$ cat src/rtl/mcoord_pkg.sv
package mcoord_pkg;
  // requester indices, lower index wins
  typedef enum logic [1:0] {
    RQ_LINK = 2'd0,
    RQ_CPU  = 2'd1,
    RQ_CODE = 2'd2
  } rq_idx_e;

  // shortest external access the responder supports
  localparam int MIN_EXT_LEN = 2;
endpackage

$ cat src/rtl/mcoord_prio_pick.sv
module mcoord_prio_pick #(
  parameter int NREQ = 3
) (
  input  logic [NREQ-1:0] cand,
  output logic [NREQ-1:0] sel
);
  logic [NREQ:0] taken;

  assign taken[0] = 1'b0;

  generate
    for (genvar i = 0; i < NREQ; i++) begin : g_pick
      assign sel[i]     = cand[i] & ~taken[i];
      assign taken[i+1] = taken[i] | cand[i];
    end
  endgenerate
endmodule

$ cat src/rtl/mcoord_ext_seq.sv
module mcoord_ext_seq
  import mcoord_pkg::*;
#(
  parameter int NREQ  = 3,
  parameter int LEN_W = 4
) (
  input  logic             clk,
  input  logic             rst,
  input  logic             start,
  input  logic             start_wr,
  input  logic [NREQ-1:0]  start_owner,
  input  logic [LEN_W-1:0] len,
  output logic             busy,
  output logic             last,
  output logic             rd_ret,
  output logic [NREQ-1:0]  owner
);
  localparam logic [LEN_W-1:0] FLOOR = LEN_W'(MIN_EXT_LEN);
  localparam logic [LEN_W-1:0] ONE   = LEN_W'(1);

  logic [LEN_W-1:0] remain;
  logic             wr_q;
  logic [LEN_W-1:0] eff_len;

  assign eff_len = (len < FLOOR) ? FLOOR : len;

  always_ff @(posedge clk) begin
    if (rst) begin
      busy   <= 1'b0;
      remain <= '0;
      wr_q   <= 1'b0;
      owner  <= '0;
    end else if (start) begin
      busy   <= 1'b1;
      remain <= eff_len - ONE;
      wr_q   <= start_wr;
      owner  <= start_owner;
    end else if (busy) begin
      remain <= remain - ONE;
      if (remain == ONE) begin
        busy  <= 1'b0;
        owner <= '0;
      end
    end
  end

  assign last   = busy && (remain == ONE);
  assign rd_ret = last && !wr_q;
endmodule

$ cat src/rtl/mcoord_pend_track.sv
module mcoord_pend_track #(
  parameter int NREQ = 3
) (
  input  logic            clk,
  input  logic            rst,
  input  logic [NREQ-1:0] req,
  input  logic [NREQ-1:0] mark,
  input  logic [NREQ-1:0] grant,
  output logic [NREQ-1:0] pend
);
  generate
    for (genvar i = 0; i < NREQ; i++) begin : g_pend
      always_ff @(posedge clk) begin
        if (rst) pend[i] <= 1'b0;
        else     pend[i] <= (pend[i] | mark[i]) & ~grant[i] & req[i];
      end
    end
  endgenerate
endmodule

$ cat src/rtl/mcoord_top.sv
module mcoord_top #(
  parameter int NREQ  = 3,
  parameter int LEN_W = 4
) (
  input  logic             clk,
  input  logic             rst,
  input  logic [NREQ-1:0]  req,
  input  logic [NREQ-1:0]  tgt_ext,
  input  logic [NREQ-1:0]  wr,
  input  logic [LEN_W-1:0] ext_len,
  output logic [NREQ-1:0]  grant,
  output logic [NREQ-1:0]  pending,
  output logic             ext_start,
  output logic             ext_wr,
  output logic             ext_busy,
  output logic             ext_done,
  output logic             rd_return
);
  logic            busy, last, ret;
  logic [NREQ-1:0] owner, pend, cand, sel, mark;
  logic            sel_ext, sel_wr;

  // during an access the owner and parked requesters sit out;
  // the read-return cycle belongs to the external data
  assign cand = !busy ? req : (ret ? '0 : (req & ~pend & ~owner));

  mcoord_prio_pick #(.NREQ(NREQ)) u_pick (
    .cand (cand),
    .sel  (sel)
  );

  assign sel_ext = |(sel & tgt_ext);
  assign sel_wr  = |(sel & wr);

  assign grant     = busy ? (sel & ~tgt_ext) : sel;
  assign mark      = busy ? (sel & tgt_ext) : '0;
  assign ext_start = !busy && sel_ext;
  assign ext_wr    = ext_start && sel_wr;

  mcoord_ext_seq #(.NREQ(NREQ), .LEN_W(LEN_W)) u_seq (
    .clk         (clk),
    .rst         (rst),
    .start       (ext_start),
    .start_wr    (sel_wr),
    .start_owner (sel),
    .len         (ext_len),
    .busy        (busy),
    .last        (last),
    .rd_ret      (ret),
    .owner       (owner)
  );

  mcoord_pend_track #(.NREQ(NREQ)) u_pend (
    .clk   (clk),
    .rst   (rst),
    .req   (req),
    .mark  (mark),
    .grant (grant),
    .pend  (pend)
  );

  assign pending   = pend;
  assign ext_busy  = busy;
  assign ext_done  = last;
  assign rd_return = ret;
endmodule

$ cat config.mk
export PLATFORM = sky130hd
export DESIGN_NAME = mcoord_top
export DESIGN_NICKNAME = d
export VERILOG_FILES = /design/src/rtl/mcoord_pkg.sv /design/src/rtl/mcoord_prio_pick.sv /design/src/rtl/mcoord_ext_seq.sv /design/src/rtl/mcoord_pend_track.sv /design/src/rtl/mcoord_top.sv
export SDC_FILE = /design/constraint.sdc
export NUM_CORES = 1
export LEC_CHECK = 0
export BUFFER_PORTS_ARGS = -buffer_cell sky130_fd_sc_hd__buf_2
export CAP_MARGIN = 10
export CORE_MARGIN = 1
export CORE_UTILIZATION = 47
export DETAILED_ROUTE_END_ITERATION = 7
export HOLD_SLACK_MARGIN = 0.05
export PLACE_DENSITY = 0.76
export SLEW_MARGIN = 15
export SYNTH_ARGS = -nofsm -noshare
export SYNTH_HDL_FRONTEND = slang
export SYNTH_SLANG_ARGS = --single-unit
$ cat constraint.sdc
create_clock -name clk -period 1.7 [get_ports clk]
set_input_delay 0.17 -clock clk [delete_from_list [all_inputs] [get_ports clk]]
set_output_delay 0.17 -clock clk [all_outputs]
set_load 0.01 [all_outputs]
Word-level counts from Yosys, hierarchy flattened
Index checks and enable logic that the tools add are counted.
- flip-flop bits (word level): 12
- input port bits: 15
- output and inout bits: 11
- word-level logic and storage cells: 60
- $add $sub $neg: 2
- $lt $le $gt $ge: 1
- equality and inequality tests: 1
- mux-type cells: 13
- bitwise operators: 25
- reduce and logical (&&, ||, !) cells: 11
- operator list (kind ; number):
    $mux 3 ; 7
    $and 3x3->3 ; 5
    $mux 4 ; 3
    $not 3->3 ; 3
    $and 1x1->1 ; 8
    $sub 4x1->4 const B ; 2
    $reduce_or 3->1 ; 2
    $not 1->1 ; 5
    $eq 4x1->1 const B ; 1
    $logic_and 1x1->1 ; 4
    $lt 4x2->1 const B ; 1
    $or 1x1->1 ; 4
    $reduce_bool 2->1 ; 2
    $mux 1 ; 3
    $logic_not 1->1 ; 2
    $reduce_and 2->1 ; 1

Depth between registers and ports, before layout
Gate-level depths: netlist of run 1.
- word-level depth: 13
- gate-level depth with buffers: 9

Hierarchy
From an unflattened synthesis of run 1, not the netlist that was laid out.
- cell total of the unflattened synthesis: 86
- area, all modules: 732.0 um^2
- modules (own cells, without submodules) (module ; times used ; cells an instance ; area an instance (um^2) ; seq. area each (um^2)):
    mcoord_ext_seq ; 1 ; 56 ; 480.5 ; 180.2
    mcoord_top ; 1 ; 18 ; 121.4 ; 0.0
    mcoord_pend_track ; 1 ; 9 ; 103.8 ; 60.1
    mcoord_prio_pick ; 1 ; 3 ; 26.3 ; 0.0

Worst setup path before layout of run 1
No wires, ideal clock.
- kind: reg-to-reg
- start point: register u_seq.remain[1]
- end point: register u_pend.pend[0]
- setup time: 141 ps
- arrival: 1550 ps
- data required time: 1559 ps
- setup slack: 9 ps
- cell stages (with the launch flop): 9
- period minus slack after synthesis: 1691 ps
- cell sequence: dfxtp_1 -> inv_1 -> ha_1 -> nand4bb_1 -> inv_1 -> nand2b_2 -> inv_1 -> a211oi_1 -> nor4b_1
- word-level cells in the longest chain between the ends: 10
- elaborated cells between the ends (all ways): 13
- ends and longest elaborated chain (element ; RTL line ; source):
    from (decl) ; mcoord_ext_seq.sv:21 ; logic [LEN_W-1:0] remain;
    from (signal assigned) ; mcoord_ext_seq.sv:35 ; remain <= eff_len - ONE;
    from (signal assigned) ; mcoord_ext_seq.sv:39 ; remain <= remain - ONE;
    $eq 4x1->1 (*) ; mcoord_ext_seq.sv:47 ; assign last = busy && (remain == ONE);
    $logic_and 1x1->1 (*) ; mcoord_ext_seq.sv:47 ;
    named net ext_done ; mcoord_top.sv:16 ; output logic ext_done,
    $logic_and 1x1->1 (*) ; mcoord_ext_seq.sv:48 ; assign rd_ret = last && !wr_q;
    named net rd_return ; mcoord_top.sv:17 ; output logic rd_return
    $mux 3 (*) (2 in series) ; mcoord_top.sv:25 ; assign cand = !busy ? req : (ret ? '0 : (req & ~pend & ~owner));
    $and 3x3->3 ; mcoord_top.sv:35 ; assign grant = busy ? (sel & ~tgt_ext) : sel;
    $mux 3 (*) ; mcoord_top.sv:35 ;
    named net grant[0] ; mcoord_top.sv:11 ; output logic [NREQ-1:0] grant,
    $not 1->1 (*) ; mcoord_pend_track.sv:15 ; else pend[i] <= (pend[i] | mark[i]) & ~grant[i] & req[i];
    $and 1x1->1 (*) (2 in series) ; mcoord_pend_track.sv:15 ;
    to (signal, indexed assignment) ; mcoord_pend_track.sv:15 ;
    to (decl) ; mcoord_pend_track.sv:9 ; output logic [NREQ-1:0] pend
Mark *: on every way through the listed nets, which the timed path passes. The rest lies on a longest branch.
A chain may end at the register's enable or synchronous reset.

Worst setup path after layout of run 1
- start point: register u_seq.remain[1]
- end point: output port ext_wr
- word-level cells in the longest chain between the ends: 12
- elaborated cells between the ends (all ways): 16
- ends and longest elaborated chain (element ; RTL line ; source):
    $eq 4x1->1 (*) ; mcoord_ext_seq.sv:47 ;
    $logic_and 1x1->1 (*) ; mcoord_ext_seq.sv:47 ;
    $logic_and 1x1->1 (*) ; mcoord_ext_seq.sv:48 ;
    $mux 3 (*) (2 in series) ; mcoord_top.sv:25 ;
    $or 1x1->1 ; mcoord_prio_pick.sv:14 ; assign taken[i+1] = taken[i] | cand[i];
    $not 1->1 ; mcoord_prio_pick.sv:13 ; assign sel[i] = cand[i] & ~taken[i];
    $and 1x1->1 ; mcoord_prio_pick.sv:13 ;
    $and 3x3->3 ; mcoord_top.sv:32 ; assign sel_ext = |(sel & tgt_ext);
    $reduce_or 3->1 ; mcoord_top.sv:32 ;
    $logic_and 1x1->1 ; mcoord_top.sv:37 ; assign ext_start = !busy && sel_ext;
    $logic_and 1x1->1 (*) ; mcoord_top.sv:38 ; assign ext_wr = ext_start && sel_wr;
    to (decl) ; mcoord_top.sv:14 ; output logic ext_wr,
Every way passes the cells marked *; elsewhere a longest branch is shown, timed or not.

==> impl_metrics.env, run 1 <==
export IMPL_cts_htree_levels=1
export IMPL_clock_sink_total=12
export IMPL_setup_slack_after_placement_ns=-0.00965
export IMPL_p_per_area_nw_per_um2=829
export IMPL_ir_worst_vdd_uv=529
export IMPL_drt_iter0_drc=25
export IMPL_required_ns=1.53
export IMPL_timing_critical_path_arrival_ns=1.63
export IMPL_final_antenna_net_count=0
export IMPL_most_common_cell_after_layout_fill_and_taps_aside="sky130_fd_sc_hd__buf_2"
export IMPL_global_route_overflow_total=0
export IMPL_maxCapViolCount=0
export IMPL_via_count=956
export IMPL_placed_cell_area_sq_um=938
export IMPL_initial_core_util_pct=53.8
export IMPL_failing_checks="setup timing"
export IMPL_postSynth_topFlopCell="sky130_fd_sc_hd__dfxtp_1"
export IMPL_synth_edf_count=0
export IMPL_gp_congestion=0.886
export IMPL_chip_width_um=41.8
export IMPL_postLayoutCellArea_sq_um=1170
export IMPL_syn_mean_instance_area_sq_um=8.54
export IMPL_final_hold_violation_count=0
export IMPL_max_stage_delay_ns=0.34
export IMPL_design_final_nets=157
export IMPL_finalSetupTns_ns=-0.363
export IMPL_ys_warnings_count=0
export IMPL_drt_first_pass_iters=4
export IMPL_synth_ff_latch_count=12
export IMPL_portBuffers=25
export IMPL_final_critical_path_setup_slack_ns=-0.100
export IMPL_route_layer_met1_wl_mm=1.11
export IMPL_avgViaCountPerCell=6.25
export IMPL_worst_slew_pin_slew_ns=0.435
export IMPL_synth_cell_type_count=38
export IMPL_min_period_over_period_pct=106
export IMPL_post_drt_wl_per_cell_um=17.3
export IMPL_layout_common_cells="sky130_fd_sc_hd__buf_2 (25), sky130_fd_sc_hd__buf_4 (23), sky130_fd_sc_hd__nor2_1 (10)"
export IMPL_postSynthNetCount=105
export IMPL_wl_met2_mm=1.26
export IMPL_wire_length_of_the_first_global_routing_pass_mm=3.99
export IMPL_drcViolationCount=0
export IMPL_dp_hpwl_mm=1.50
export IMPL_rsz0062_at_grt="true"
export IMPL_clockBufferDepth=2
export IMPL_postSynthCellCount=87
export IMPL_outcome="complete, but fails checks"
export IMPL_drive_above_1_share_pct=50.7
export IMPL_post_syn_area_sq_um=743
export IMPL_syn_to_final_growth_pct=56.9
export IMPL_report_final_setup_viol=6
export IMPL_dieArea_sq_um=1740
export IMPL_timing_max_slew_rel_slack_pct=70.7
export IMPL_antenna_violations_before_repair=0
export IMPL_hold_buffers=0
export IMPL_final_cells=153
export IMPL_maxUsedRoutingLayer="met4"
export IMPL_design_core_area_sq_um=1380
export IMPL_synth_seq_area_share_pct=32.3
export IMPL_grt_start_max_net_pins=14
export IMPL_std_cell_rows=13
export IMPL_timing_critical_path_to_type="output pin"
export IMPL_grt_use_total_pct=30.2
export IMPL_detail_route_wirelength_mm=2.65
export IMPL_crit_path_start_kind="flop"
export IMPL_clock_tree_from_tritoncts="yes"
export IMPL_worstSetupPathType="flop to output pin"
export IMPL_tritoncts_num_buffers=3
export IMPL_timing_critical_path_fanout_max=4
export IMPL_place_inst=133
export IMPL_maxSlewViolCount=0
export IMPL_ordered_cell_list_for_the_critical_path="inv_2 > ha_4 > nand4bb_4 > inv_2 > nand2b_4 > nand4_1 > o22a_1 > nor2b_1 > buf_2"
export IMPL_io_pins=26
export IMPL_clkTransAtPathRegs_ns=0.08
export IMPL_clk_insertion_delay_late_ns=0.28
export IMPL_first_global_vias=874
export IMPL_n_antenna_cell=0
export IMPL_fmaxAchievable_mhz=556
export IMPL_async_flop_share_pct=0
export IMPL_power_leakage_uw=0.000555
export IMPL_timing_critical_path_slowest_stage_cell="sky130_fd_sc_hd__dfxtp_2"
export IMPL_fin_skew_ns=0.000812
export IMPL_most_frequent_cp_cell="sky130_fd_sc_hd__inv_2"
export IMPL_cts_root_buf="sky130_fd_sc_hd__clkbuf_4"
export IMPL_type_of_the_tightest_min_delay_check="input pin to flop"
export IMPL_fp_dieH_um=41.8
export IMPL_min_period_ns=1.80
export IMPL_met3_wl_post_dr_um=178
final cells by class:
cell class,instances,area [sq um]
fillers,77,216
repair buffers,50,320
well taps,15,18.8
flip-flops and latches,12,246
multi-input cells,66,522
clock buffers,4,36.3
inverters,6,22.5
per-stage QoR:
| step | utilization, % | hold WS (ns) | power, uW |
|---|---|---|---|
| floorplan | - | 0.247 | 507 |
| global placement | 67.9 | 0.462 | 599 |
| detailed placement | 67.9 | 0.471 | 609 |
| CTS | 80.4 | 0.166 | 905 |
| global route | 84.3 | 0.175 | 1010 |
| finish | 84.3 | 0.175 | 967 |
synthesized netlist by cell type, types with 3 or more instances:
cell type | count | area, sq um
sky130_fd_sc_hd__a21oi_1 | 5 | 25.0
sky130_fd_sc_hd__nand2_1 | 4 | 15.0
sky130_fd_sc_hd__xor2_1 | 3 | 26.3
sky130_fd_sc_hd__dfxtp_1 | 12 | 240
sky130_fd_sc_hd__nor2_1 | 10 | 37.5
sky130_fd_sc_hd__ha_1 | 3 | 37.5
sky130_fd_sc_hd__nand3b_1 | 3 | 22.5
sky130_fd_sc_hd__inv_1 | 6 | 22.5
sky130_fd_sc_hd__a211oi_1 | 5 | 37.5
power by group:
group / total [uW] / internal, uW / switching, uW / leakage, uW
Combinational: 382 / 200 / 183 / 0.000434
Sequential: 345 / 314 / 31.6 / 0.0000998
Clock: 239 / 130 / 109 / 0.0000210
Total: 967 / 644 / 323 / 0.000555
worst max-delay path, delay by kind of cell, from the launching register on:
kind	cells	cell delay, ns
AO/OA/AOI/OAI	1	0.23
adder cells (fa/ha/maj)	1	0.16
buffers and inverters	3	0.24
flip-flops	1	0.34
AND/OR/NAND/NOR	4	0.39
logic make-up (layout without fill, tap and decap cells):
| kind of cell | after synthesis | after routing | share of synthesized area (%) |
|---|---|---|---|
| xor gates and xnor gates | 3 | 3 | 3.54 |
| adders and majority gates | 3 | 3 | 5.05 |
| buffers and inverters | 9 | 60 | 5.22 |
| DFF | 12 | 12 | 32.3 |
| and+or+nand+nor | 32 | 32 | 24.2 |
| AOI/OAI and AO/OA | 25 | 25 | 25.4 |
| muxes | 3 | 3 | 4.21 |
final timing paths:
kind,from,to,slack (ns),cells after the start
worst max-delay path,u_seq.remain[1],ext_wr,-0.10,9
worst min-delay path,req[2],u_pend.pend[2],0.17,2
worst max register to register,u_seq.remain[1],u_seq.owner[1],-0.07,12
worst min register to register,u_seq.wr_q,u_seq.wr_q,0.52,2
per-layer routing:
metal / track usage, % / vias to the layer above
met4: 14.2 / 0
met2: 49.7 / 60
met5: 0 / -
met3: 4.78 / 11
met1: 38.3 / 452
li1: - / 433
sequential cells by signal, indices dropped and copies added (netlist names):
name / count
u_seq.busy: 1
u_seq.remain: 4
u_seq.wr_q: 1
u_seq.owner: 3
u_pend.pend: 3
what timing repair did:
action | 4_1_cts | 5_1_grt
cloned | 0 | 0
buffers inserted | 13 | 3
pin swaps | 5 | 5
endpoints found under the setup margin | 7 | 14
resized for setup | 13 | 5
Note: power is estimated with default switching activity, not from simulation.
==> run 2, diff against run 1 <==
--- a/config.mk
+++ b/config.mk
@@ -5,13 +5,14 @@
 export SDC_FILE = /design/constraint.sdc
 export NUM_CORES = 1
 export LEC_CHECK = 0
+export ABC_AREA = 1
 export BUFFER_PORTS_ARGS = -buffer_cell sky130_fd_sc_hd__buf_2
 export CAP_MARGIN = 10
 export CORE_MARGIN = 1
-export CORE_UTILIZATION = 47
+export CORE_UTILIZATION = 49
 export DETAILED_ROUTE_END_ITERATION = 7
 export HOLD_SLACK_MARGIN = 0.05
-export PLACE_DENSITY = 0.76
+export PLACE_DENSITY = 0.77
 export SLEW_MARGIN = 15
 export SYNTH_ARGS = -nofsm -noshare
 export SYNTH_HDL_FRONTEND = slang
==> run 2 against run 1 <==
  * The run ends with DRC, setup timing left
  * Maximum frequency shrank 14%
  * Wire length shrank 8.6%
  * Power grew 4.7%
  * Non-clock buffer count shrank 10
  * Core utilization shrank 7.1 points
  * Via count grew 0.21%
  * Hold slack lost 0.031 ns
  * Critical path depth grew 6
  * Setup slack lost 0.28 ns
  * Count of clock-buffer cells in the layout is the same
  * First-iteration DRC count grew 28%
  * Critical path type unchanged
  * Largest power group unchanged
==> impl_metrics.env, run 2 <==
export IMPL_most_common_cell_after_layout_fill_and_taps_aside="sky130_fd_sc_hd__buf_2"
export IMPL_post_syn_area_sq_um=843
export IMPL_yosys_top_cells_count="sky130_fd_sc_hd__nand2_1 (28), sky130_fd_sc_hd__inv_1 (17), sky130_fd_sc_hd__dfxtp_1 (12)"
export IMPL_clock_sink_total=12
export IMPL_timing_critical_path_slowest_stage_cell="sky130_fd_sc_hd__dfxtp_2"
export IMPL_type_of_the_tightest_min_delay_check="input pin to flop"
export IMPL_ordered_cell_list_for_the_critical_path="inv_2 > ha_4 > nand2_2 > inv_2 > nand3_4 > nand2_2 > nand2_2 > nand2_4 > nand3_4 > nor2_4 > nor2_4 > nor2_8 > nand2_2 > inv_1 > buf_2"
export IMPL_postSynth_topFlopCell="sky130_fd_sc_hd__dfxtp_1"
export IMPL_gp_congestion=0.878
export IMPL_maxCapViolCount=0
export IMPL_required_ns=1.53
export IMPL_rsz0062_at_grt="true"
export IMPL_via_count=958
export IMPL_fin_skew_ns=0.000525
export IMPL_crit_family="simple AND/OR/NAND/NOR gates"
export IMPL_drt_first_pass_iters=6
export IMPL_n_antenna_cell=0
export IMPL_first_global_vias=864
export IMPL_synthDominantAreaCellType="sky130_fd_sc_hd__dfxtp_1"
export IMPL_detail_route_wirelength_mm=2.42
export IMPL_reg2reg_from="u_seq.remain[1]"
export IMPL_synth_cell_type_count=26
export IMPL_postSynthNetCount=140
export IMPL_failing_checks="DRC, setup timing"
export IMPL_place_inst=174
export IMPL_worstSetupPathType="flop to output pin"
export IMPL_postSynthCellCount=122
export IMPL_min_period_over_period_pct=123
export IMPL_crit_path_start_kind="flop"
export IMPL_final_critical_path_setup_slack_ns=-0.383
export IMPL_std_cell_rows=14
export IMPL_grt_use_total_pct=25.8
export IMPL_timing_critical_path_fanout_max=6
export IMPL_avgViaCountPerCell=5.29
export IMPL_max_stage_delay_ns=0.32
export IMPL_timing_critical_path_arrival_ns=1.91
export IMPL_timing_critical_path_to_type="output pin"
export IMPL_tritoncts_num_buffers=3
export IMPL_clockBufferDepth=2
export IMPL_cts_htree_levels=1
export IMPL_p_per_area_nw_per_um2=840
export IMPL_registers_top_by_ff_count="u_seq.remain"
export IMPL_portBuffers=25
export IMPL_yosys_top_cells_area="sky130_fd_sc_hd__dfxtp_1 (28%), sky130_fd_sc_hd__nand2_1 (12%), sky130_fd_sc_hd__inv_1 (7.6%)"
export IMPL_clkTransAtPathRegs_ns=0.07
export IMPL_worst_slew_pin_slew_ns=0.311
export IMPL_ys_warnings_count=0
export IMPL_critical_path_startpoint="u_seq.remain[1]"
export IMPL_async_flop_share_pct=0
export IMPL_dieArea_sq_um=1890
export IMPL_largest_registers="u_seq.remain (4), u_pend.pend (3), u_seq.owner (3)"
export IMPL_cts_root_buf="sky130_fd_sc_hd__clkbuf_4"
export IMPL_antenna_violations_before_repair=0
export IMPL_design_final_nets=184
export IMPL_io_pins=26
export IMPL_critical_path_buf_inv_count=4
export IMPL_syn_to_final_growth_pct=42.9
export IMPL_drt_iter0_drc=32
export IMPL_post_layout_total_power_uw=1010
export IMPL_report_final_setup_viol=14
export IMPL_wire_length_of_the_first_global_routing_pass_mm=3.62
export IMPL_final_antenna_net_count=0
export IMPL_fp_dieH_um=43.5
export IMPL_outcome="complete, but fails checks"
export IMPL_power_leakage_uw=0.000659
export IMPL_final_hold_violation_count=0
export IMPL_layout_common_cells="sky130_fd_sc_hd__buf_2 (25), sky130_fd_sc_hd__nand2_1 (24), sky130_fd_sc_hd__inv_1 (15)"
export IMPL_hold_buffers=0
export IMPL_clock_tree_from_tritoncts="yes"
export IMPL_drcViolationCount=5
export IMPL_synth_edf_count=0
export IMPL_most_frequent_cp_cell="sky130_fd_sc_hd__nand2_2"
export IMPL_fmaxAchievable_mhz=480
export IMPL_synth_seq_area_share_pct=28.5
export IMPL_dp_hpwl_mm=1.63
export IMPL_global_route_overflow_total=0
export IMPL_min_period_ns=2.08
export IMPL_maxSlewViolCount=0
export IMPL_chip_width_um=43.5
export IMPL_grt_start_max_net_pins=12
export IMPL_timing_max_slew_rel_slack_pct=79.1
export IMPL_clk_insertion_delay_late_ns=0.28
export IMPL_design_core_area_sq_um=1560
export IMPL_hold_path_startpoint="rst"
export IMPL_largest_reg_flops=4
export IMPL_initial_core_util_pct=54.1
export IMPL_synth_ff_latch_count=12
export IMPL_post_drt_wl_per_cell_um=13.4
export IMPL_syn_mean_instance_area_sq_um=6.91
export IMPL_yosys_top_cell_area_share_pct=28.5
export IMPL_ir_worst_vdd_uv=561
export IMPL_final_cells=181
export IMPL_drive_above_1_share_pct=46.1
export IMPL_synth_most_common_cell="sky130_fd_sc_hd__nand2_1"
==> run 2: cell type report <==
cell class	instances	area, sq um
clock buffer	4	36.3
fill	113	354
inverter	22	85.1
multi-input combinational	87	579
sequential	12	243
tap	16	20.0
timing repair buffer	40	241
==> run 2: worst reg2reg max path: stages (launching register included) <==
cell and delay, ns:
sky130_fd_sc_hd__dfxtp_2 0.32, sky130_fd_sc_hd__inv_2 0.07, sky130_fd_sc_hd__ha_4 0.12, sky130_fd_sc_hd__nand2_2 0.05
sky130_fd_sc_hd__inv_2 0.08, sky130_fd_sc_hd__nand3_4 0.08, sky130_fd_sc_hd__nand2_2 0.08, sky130_fd_sc_hd__nand2_2 0.07
sky130_fd_sc_hd__nand2_4 0.14, sky130_fd_sc_hd__nand3_4 0.10, sky130_fd_sc_hd__nor2_4 0.14, sky130_fd_sc_hd__nor2_4 0.07
sky130_fd_sc_hd__nor2_8 0.11, sky130_fd_sc_hd__buf_4 0.15, sky130_fd_sc_hd__nand2_1 0.05, sky130_fd_sc_hd__a21oi_1 0.13
==> run 2: cell families after synthesis <==
family	count (synthesis)	synth area share, %
fa+ha+maj	3	4.45
simple gates	69	45.3
xor+xnor	2	2.08
buf+inv	23	10.7
compound gates	13	9.05
flops	12	28.5
==> run 2: power by group <==
| part | leakage, uW | switching, uW | internal (uW) |
|---|---|---|---|
| logic | 0.000539 | 254 | 188 |
| clock network | 0.0000210 | 96.7 | 131 |
| registers | 0.0000993 | 27.2 | 316 |
==> run 2: worst paths after layout <==
path | endpoint | slack [ns] | depth (start not counted)
max | ext_wr | -0.38 | 15
max reg2reg | u_seq.owner[2] | -0.11 | 15
min | u_seq.owner[1] | 0.14 | 2
min reg2reg | u_seq.owner[2] | 0.49 | 2
==> run 2: metal layers <==
layer	vias up	track usage, %	routed length, um
li1	473	-	-
met1	436	31.1	968
met2	37	44.2	1190
met3	12	7.50	164
met4	0	8.13	97
met5	-	0	0
==> run 2: repair_timing <==
item / in CTS / in global routing
endpoints found under the setup margin: 12 / 15
setup buffers: 4 / 2
gates resized for setup: 9 / 11
pin swaps: 5 / 8
==> run 2: stage by stage <==
step                area, sq um  setup slack [ns]  hold slack [ns]  utilization [%]  setup TNS, ns
floorplan                   843            0.0680            0.239                -              0
global placement           1070          -0.00338            0.425             68.7       -0.00338
detailed placement         1070           -0.0543            0.431             68.7         -0.242
CTS                        1160            -0.356            0.128             74.6          -1.84
global route               1200            -0.534            0.134             77.3          -3.78
finish                     1200            -0.383            0.144             77.3          -1.96
